[src/rtl/lut3_pkg.sv]
package lut3_pkg;

    // Operation mode carried on the mode input.
    typedef enum logic [1:0] {
        MODE_BIT     = 2'b00,
        MODE_BYTE    = 2'b01,
        MODE_WORD    = 2'b10,
        MODE_BIT_ALT = 2'b11
    } lut_mode_e;

    // Result sequencer states.
    typedef enum logic {
        ST_IDLE = 1'b0,
        ST_DONE = 1'b1
    } out_state_e;

endpackage

[src/rtl/lut3_table_sel.sv]
module lut3_table_sel #(
    parameter int TBL_W    = 8,
    parameter int IMM_LO_W = 5,
    localparam int IMM_HI_W = TBL_W - IMM_LO_W
) (
    input  logic [IMM_LO_W-1:0] imm_lo,
    input  logic [IMM_HI_W-1:0] imm_hi,
    input  logic [TBL_W-1:0]    reg_tbl,
    input  logic                from_reg,
    output logic [TBL_W-1:0]    tbl
);

    logic [TBL_W-1:0] imm_tbl;

    // The high field supplies the upper table bits.
    assign imm_tbl = {imm_hi, imm_lo};

    always_comb begin
        if (from_reg) begin
            tbl = reg_tbl;
        end else begin
            tbl = imm_tbl;
        end
    end

endmodule

[src/rtl/lut3_bit_eval.sv]
module lut3_bit_eval #(
    parameter int DATA_W = 64,
    parameter int TBL_W  = 8
) (
    input  logic [DATA_W-1:0] d_in,
    input  logic [DATA_W-1:0] a_in,
    input  logic [DATA_W-1:0] b_in,
    input  logic [TBL_W-1:0]  tbl,
    output logic [DATA_W-1:0] bits_out
);

    // One 8:1 table selector per bit position.
    for (genvar i = 0; i < DATA_W; i++) begin : g_bit
        logic [2:0] idx;
        assign idx         = {d_in[i], a_in[i], b_in[i]};
        assign bits_out[i] = tbl[idx];
    end

endmodule

[src/rtl/lut3_word_eval.sv]
module lut3_word_eval #(
    parameter int DATA_W = 64,
    parameter int TBL_W  = 8
) (
    input  logic [DATA_W-1:0] d_in,
    input  logic [DATA_W-1:0] a_in,
    input  logic [DATA_W-1:0] b_in,
    input  logic [TBL_W-1:0]  tbl,
    output logic              flag_out
);

    logic       d_nz;
    logic       a_nz;
    logic       b_nz;
    logic [2:0] idx;

    // Each operand collapses to a single nonzero flag.
    assign d_nz     = |d_in;
    assign a_nz     = |a_in;
    assign b_nz     = |b_in;
    assign idx      = {d_nz, a_nz, b_nz};
    assign flag_out = tbl[idx];

endmodule

[src/rtl/lut3_merge.sv]
module lut3_merge #(
    parameter int DATA_W = 64,
    parameter int MASK_W = 4,
    parameter int GRP_W  = 8,
    localparam int MASKED_W = MASK_W * GRP_W
) (
    input  logic [1:0]        mode,
    input  logic [DATA_W-1:0] old_val,
    input  logic [DATA_W-1:0] bit_res,
    input  logic              word_flag,
    input  logic [MASK_W-1:0] byte_mask,
    output logic [DATA_W-1:0] result
);

    import lut3_pkg::*;

    logic [DATA_W-1:0] masked_res;
    logic [DATA_W-1:0] word_res;

    // Byte groups in the covered range pick between new and old bits.
    // Everything above the covered range keeps the old value.
    for (genvar i = 0; i < DATA_W; i++) begin : g_mask
        if (i < MASKED_W) begin : g_cov
            assign masked_res[i] = byte_mask[i / GRP_W] ? bit_res[i] : old_val[i];
        end else begin : g_keep
            assign masked_res[i] = old_val[i];
        end
    end

    always_comb begin
        word_res    = '0;
        word_res[0] = word_flag;
    end

    always_comb begin
        unique case (lut_mode_e'(mode))
            MODE_BYTE:    result = masked_res;
            MODE_WORD:    result = word_res;
            MODE_BIT:     result = bit_res;
            MODE_BIT_ALT: result = bit_res;
            default:      result = bit_res;
        endcase
    end

endmodule

[src/rtl/lut3_logic_unit.sv]
module lut3_logic_unit #(
    parameter int DATA_W   = 64,
    parameter int TBL_W    = 8,
    parameter int IMM_LO_W = 5,
    parameter int MASK_W   = 4,
    parameter int GRP_W    = 8,
    localparam int IMM_HI_W = TBL_W - IMM_LO_W
) (
    input  logic                clk,
    input  logic                rst_n,
    input  logic                in_valid,
    input  logic [DATA_W-1:0]   op_d,
    input  logic [DATA_W-1:0]   op_a,
    input  logic [DATA_W-1:0]   op_b,
    input  logic [DATA_W-1:0]   op_c,
    input  logic [IMM_LO_W-1:0] imm_lo,
    input  logic [IMM_HI_W-1:0] imm_hi,
    input  logic                tbl_from_reg,
    input  logic [1:0]          mode,
    input  logic [MASK_W-1:0]   byte_mask,
    output logic                out_valid,
    output logic [DATA_W-1:0]   out_data
);

    import lut3_pkg::*;

    logic [TBL_W-1:0]  tbl;
    logic [DATA_W-1:0] bit_res;
    logic              word_flag;
    logic [DATA_W-1:0] next_res;
    logic              c_hi_unused;

    out_state_e        state_q;
    out_state_e        state_d;
    logic [DATA_W-1:0] data_q;

    // Only the low table byte of the register source matters.
    assign c_hi_unused = ^op_c[DATA_W-1:TBL_W];

    lut3_table_sel #(
        .TBL_W    (TBL_W),
        .IMM_LO_W (IMM_LO_W)
    ) tbl_sel_i (
        .imm_lo   (imm_lo),
        .imm_hi   (imm_hi),
        .reg_tbl  (op_c[TBL_W-1:0]),
        .from_reg (tbl_from_reg),
        .tbl      (tbl)
    );

    lut3_bit_eval #(
        .DATA_W (DATA_W),
        .TBL_W  (TBL_W)
    ) bit_eval_i (
        .d_in     (op_d),
        .a_in     (op_a),
        .b_in     (op_b),
        .tbl      (tbl),
        .bits_out (bit_res)
    );

    lut3_word_eval #(
        .DATA_W (DATA_W),
        .TBL_W  (TBL_W)
    ) word_eval_i (
        .d_in     (op_d),
        .a_in     (op_a),
        .b_in     (op_b),
        .tbl      (tbl),
        .flag_out (word_flag)
    );

    lut3_merge #(
        .DATA_W (DATA_W),
        .MASK_W (MASK_W),
        .GRP_W  (GRP_W)
    ) merge_i (
        .mode      (mode),
        .old_val   (op_d),
        .bit_res   (bit_res),
        .word_flag (word_flag),
        .byte_mask (byte_mask),
        .result    (next_res)
    );

    // Next-state decision of the result sequencer.
    always_comb begin
        state_d = state_q;
        unique case (state_q)
            ST_IDLE: state_d = in_valid ? ST_DONE : ST_IDLE;
            ST_DONE: state_d = in_valid ? ST_DONE : ST_IDLE;
            default: state_d = ST_IDLE;
        endcase
    end

    // State and result registers.
    always_ff @(posedge clk or negedge rst_n) begin
        if (!rst_n) begin
            state_q <= ST_IDLE;
            data_q  <= '0;
        end else begin
            state_q <= state_d;
            if (in_valid) begin
                data_q <= next_res;
            end
        end
    end

    // Outputs.
    always_comb begin
        out_valid = (state_q == ST_DONE);
        out_data  = data_q;
    end

endmodule

[config.mk]
export PLATFORM = sky130hd
export DESIGN_NAME = lut3_logic_unit
export DESIGN_NICKNAME = d
export VERILOG_FILES = /design/src/rtl/lut3_pkg.sv /design/src/rtl/lut3_table_sel.sv /design/src/rtl/lut3_bit_eval.sv /design/src/rtl/lut3_word_eval.sv /design/src/rtl/lut3_merge.sv /design/src/rtl/lut3_logic_unit.sv
export SDC_FILE = /design/constraint.sdc
export NUM_CORES = 1
export LEC_CHECK = 0
export BUFFER_PORTS_ARGS = -buffer_cell sky130_fd_sc_hd__buf_2
export CORE_AREA = 3 3 148 150
export DETAILED_ROUTE_END_ITERATION = 6
export DIE_AREA = 0 0 151 153
export GPL_TIMING_DRIVEN = 0
export PLACE_DENSITY = 0.64
export SLEW_MARGIN = 20
export SYNTH_ARGS = -nofsm -noshare
export SYNTH_HDL_FRONTEND = slang
export SYNTH_SLANG_ARGS = --single-unit
[constraint.sdc]
create_clock -name clk -period 2.2 [get_ports clk]
set_clock_uncertainty 0.1 [all_clocks]
set_input_delay 0.44 -clock clk [delete_from_list [all_inputs] [get_ports clk]]
set_output_delay 0.44 -clock clk [all_outputs]
set_load 0.005 [all_outputs]
### Word-level counts from Yosys, hierarchy flattened

Cells that the tools add are included.

| operators by class | value |
|---|---|
| bitwise operators | 0 |
| reduce and logical (&&, ||, !) cells | 5 |
| equality and inequality tests | 3 |
| multiply operators | 0 |
| multiplexer cells | 165 |
| $lt $le $gt $ge | 65 |
| add/sub/neg operators | 0 |
| shifts and indexed selects | 0 |
| div/mod/pow operators | 0 |

Operators by type and width:

| operator | count |
|---|---|
| < comparator 3 x 4 -> 1 bit, second input constant | 65 |
| binary-select mux 1 bit (select 3 bit) | 65 |
| case mux 64 bit (3 select lines) | 1 |
| OR reduction 64 bit | 3 |
| 2-to-1 mux 1 bit | 98 |
| 2-to-1 mux 8 bit | 1 |
| equality test 2 bit, second input constant | 2 |
| equality test 2 x 1 -> 1 bit, second input constant | 1 |
| zero test 2 bit | 1 |
| OR reduction 2 bit | 1 |

| word-level totals | value |
|---|---|
| bits in latches | 0 |
| bits in registers | 65 |
| bits in read-only memories | 0 |
| memories | 0 |
| output and inout bits | 65 |
| logic and storage cells | 240 |
| memory bits (writable) | 0 |
| input bits | 274 |

### Depth between registers and ports, before layout

| depth | value |
|---|---|
| depth in word-level cells | 5 |
| gate-level depth with buffers | 9 |
| gate-level depth less buffers | 7 |

### Cells and area by module

Synthesis repeated with hierarchy kept, for this count alone.

| second synthesis, totals | value |
|---|---|
| cells, all modules | 583 |
| area total of the unflattened synthesis | 8360.5 um^2 |

By module, submodules not included:

| module | cells each | sequential area each (um^2) | instances | area an instance (um^2) |
|---|---|---|---|---|
| lut3_bit_eval | 246 | 0.0 | 1 | 3948.8 |
| lut3_logic_unit | 136 | 1626.6 | 1 | 2703.8 |
| lut3_merge | 122 | 0.0 | 1 | 1083.5 |
| lut3_word_eval | 70 | 0.0 | 1 | 493.0 |
| lut3_table_sel | 9 | 0.0 | 1 | 131.4 |

### Worst setup path before layout

OpenSTA, ideal clock, no wires.

| path | value |
|---|---|
| path type | input port to flip-flop |
| from | input op_b[23] |
| to | register data_q[0], in the netlist out_data[0] |
| path buffers | 0 |
| setup time | 0.074 ns |
| stages on the path | 7 |
| required time | 2.026 ns |
| arrival | 1.997 ns |
| path slack | 0.029 ns |
| path through | nor4_1 -> nand4_1 -> nor4_4 -> mux2i_1 -> mux2i_1 -> mux2_1 -> o21ai_2 |

| between the ends | value |
|---|---|
| cells in the longest elaborated chain, start to end | 4 |

Ends and longest elaborated chain:

| item | line | text |
|---|---|---|
| start: declaration | lut3_logic_unit.sv:14 | `input logic [DATA_W-1:0] op_b,` |
| OR reduction 64 bit | lut3_word_eval.sv:20 | `assign b_nz = \|b_in;` |
| binary-select mux 1 bit (select 3 bit) | lut3_word_eval.sv:22 | `assign flag_out = tbl[idx];` |
| 2-to-1 mux 1 bit (implied by the code) | lut3_word_eval.sv:22 |  |
| case mux 64 bit (3 select lines) | lut3_merge.sv:36 | `unique case (lut_mode_e'(mode))` |
| end signal: assignment | lut3_logic_unit.sv:104 | `data_q <= next_res;` |
| end: declaration | lut3_logic_unit.sv:35 | `logic [DATA_W-1:0] data_q;` |

Every way passes these cells. The select of a mux whose other input is x is not followed.
A chain may end at the register's enable or synchronous reset.

### Worst setup path after layout

| path | value |
|---|---|
| from | input op_b[62] |
| to | register data_q[0], in the netlist out_data[0] |

The elaborated chain is that of the path after synthesis.

==> metrics.txt <==
Max Cap Viol 0; DR iter-0 viols 789; sequential share of the synthesized area 22.5%; crit-path max cell delay 0.34 ns; Final Critical Period 2.17 ns; dpl hpwl 25.7 mm; first-pass GRT wire length 47.8 mm; crit path buf inv count 2; number of CTS-inserted buffers 9; Rows 53; Bufs on Longest Clock Path 2; DRC viols 0; ratio of cells with drive above 1 in the final layout 48.4%; unrepaired setup endpoints after global routing true; Core ar. 0.0208 sq mm; crit path max fanout 4; peak supply drop 0.383 mV; pwr/cell area 542 mW/mm^2; Placed Area 0.00901 sq mm; die area 0.0231 sq mm; Die X 151 microns; YS warnings 0; Port Buf Inserts 281; WL per Instance 25.8 microns; Cells after DPL 1255; most frequent cells in the layout buf_2, mux4_2, inv_1, dfrtp_1, clkbuf_1; leak pwr 4.10 nW; gr ovfl total 0; non-filler instance count after layout 1284; First-pass DRT Iterations 7; Worst EP required 2.38 ns; Syn Area/Cell 10.4 sq um; final net count 1275; flops & latches, synth 65; Design Area, Final 0.00964 sq mm; Setup crit start kind input pin; TritonCTS clock tree done; CTS clk-pin slew, worst paths 0.06 ns; CTS root buf clkbuf_16; post-synth top area share 36.1%; # IOs 339; syn_nets 974; initial antenna violation count 12; Syn-to-layout area delta 33.2%; most common cell after layout, fill and taps aside buf_2; clock latency on the worst-skew pair 0.35 ns; Starting Density 34.7%; Routed WL 33.1 mm; cell chain of the critical path buf_6, nor4_4, nand4_1, nor4_4, buf_4, mux2i_1, mux2i_1, mux2_4, o21ai_2; htree depth 3; Post-DRT Antenna Nets 0; slowest cell on the critical path nor4_4; die height 153 microns; Worst Tran Pin Value 0.637 ns; Post-Syn Instances 698; largest net degree at the start of global routing 43; Worst path top cell family by delay simple AND/OR/NAND/NOR gates; via count 8007; drt via density 6.24; Crit path arrival time 2.35 ns; CP Capture Type flop; GRT Total Usage 27.6%; WS Path Type input pin to flop; post-synthesis cell type count 30; Filler cells 2058; Area contributors post-synth mux4_2, dfrtp_1, nor4_1, mux4_1, clkbuf_1; fin crit share 98.8%; setup tns final 0 ns; post-synth top area cell mux4_2; RePlAce Congestion 0.909; Final Hold Slack 0.219 ns; final setup fails 0; Synth Cell Area 0.00723 sq mm; max_slew headroom 57.1%; fmax 460 MHz; status completed; Hold WC Path Type input pin to flop; clk sinks 65; vias in the first global route 7797; Hold Vio Cnt, Final 0; max-slew violation count 0
## cell usage after synthesis (all sizes together)
| cell | instances |
|---|---|
| mux4 | 127 |
| o221ai | 1 |
| nor2 | 31 |
| a21oi | 33 |
| and3 | 1 |
| mux2i | 16 |
| nand2 | 3 |
| inv | 65 |
| dfrtp | 65 |
| o21ai | 65 |
| clkbuf | 73 |
| nand3 | 1 |
| mux2 | 2 |
| nand2b | 36 |
| ha | 2 |
| o22ai | 32 |
| a31oi | 32 |
| nor3 | 32 |
| nor2b | 5 |
| nand4 | 12 |
| nor4 | 51 |
| buf | 13 |
## path summary, 6_finish.rpt
path                         startpoint           end  slack (ns)  cells after the start
max                            op_b[62]   out_data[0]        0.03                      9
min                            in_valid     out_valid        0.22                      1
max reg2reg                 out_data[0]   out_data[0]        1.23                      3
min reg2reg                out_data[30]  out_data[30]        0.42                      2
max in group asynchronous         rst_n   out_data[0]        0.97                      3
min in group asynchronous         rst_n  out_data[60]        0.45                      2
## metrics by stage
| stage | util, % | power [mW] | setup WS [ns] |
|---|---|---|---|
| after floorplan | - | 2.58 | 0.0294 |
| after CTS | 45.2 | 5.16 | 0.00887 |
| after global routing | 46.3 | 5.47 | -0.0507 |
| after global placement | 43.1 | 3.43 | -0.887 |
| after detailed placement | 43.3 | 3.48 | -0.957 |
| final | 46.3 | 5.23 | 0.0261 |
## layer usage
layer / up-vias / part of all wire [%] / global-route usage [%]
met5: - / 0.30 / 0
met4: 16 / 3.7 / 10.8
met3: 89 / 11 / 7.47
met2: 555 / 47 / 42.1
met1: 3959 / 38 / 37.5
li1: 3388 / - / -
## what timing repair did
action	4_1_cts	5_1_grt
resized for setup	16	82
pin swaps	2	8
endpoints found under the setup margin	61	37
hold buffers	1	0
endpoints found under the hold margin	23	0
buffers inserted	1	6
## state kept, by name, indices dropped and copies added, names as in the netlist
signal,cells
out_data,64
out_valid,1
## area by class of cell
type,instances,area (sq um),area share (%)
multi-input cells,482,5140,53.3
flip-flops and latches,65,1630,16.9
repair buffers,290,1530,15.9
plain buffers,86,409,4.25
well taps,275,344,3.57
inverters,65,244,2.53
clock buffers,10,239,2.48
clock inverters,6,90.1,0.935
diodes,5,12.5,0.130
## power by group
group | internal [mW] | total (mW) | switching, mW
logic | 1.01 | 2.09 | 1.09
clock network | 1.03 | 1.68 | 0.650
registers | 1.37 | 1.45 | 0.0877
## logic make-up after synthesis
| logic type | share of synthesized area [%] |
|---|---|
| flip-flops | 22.5 |
| AND/OR/NAND/NOR | 13.7 |
| multiplexers | 42.6 |
| buffers and inverters | 8.27 |
| adder cells (fa/ha/maj) | 0.346 |
| AO/OA/AOI/OAI | 12.5 |
## worst reg2reg max path, stage by stage, from the launching register on
cell     delay [ns]
dfrtp_1        0.38
nor2b_1        0.14
a31oi_1        0.18
o21ai_2        0.07
No activity file was read; power rests on OpenSTA's default activity.
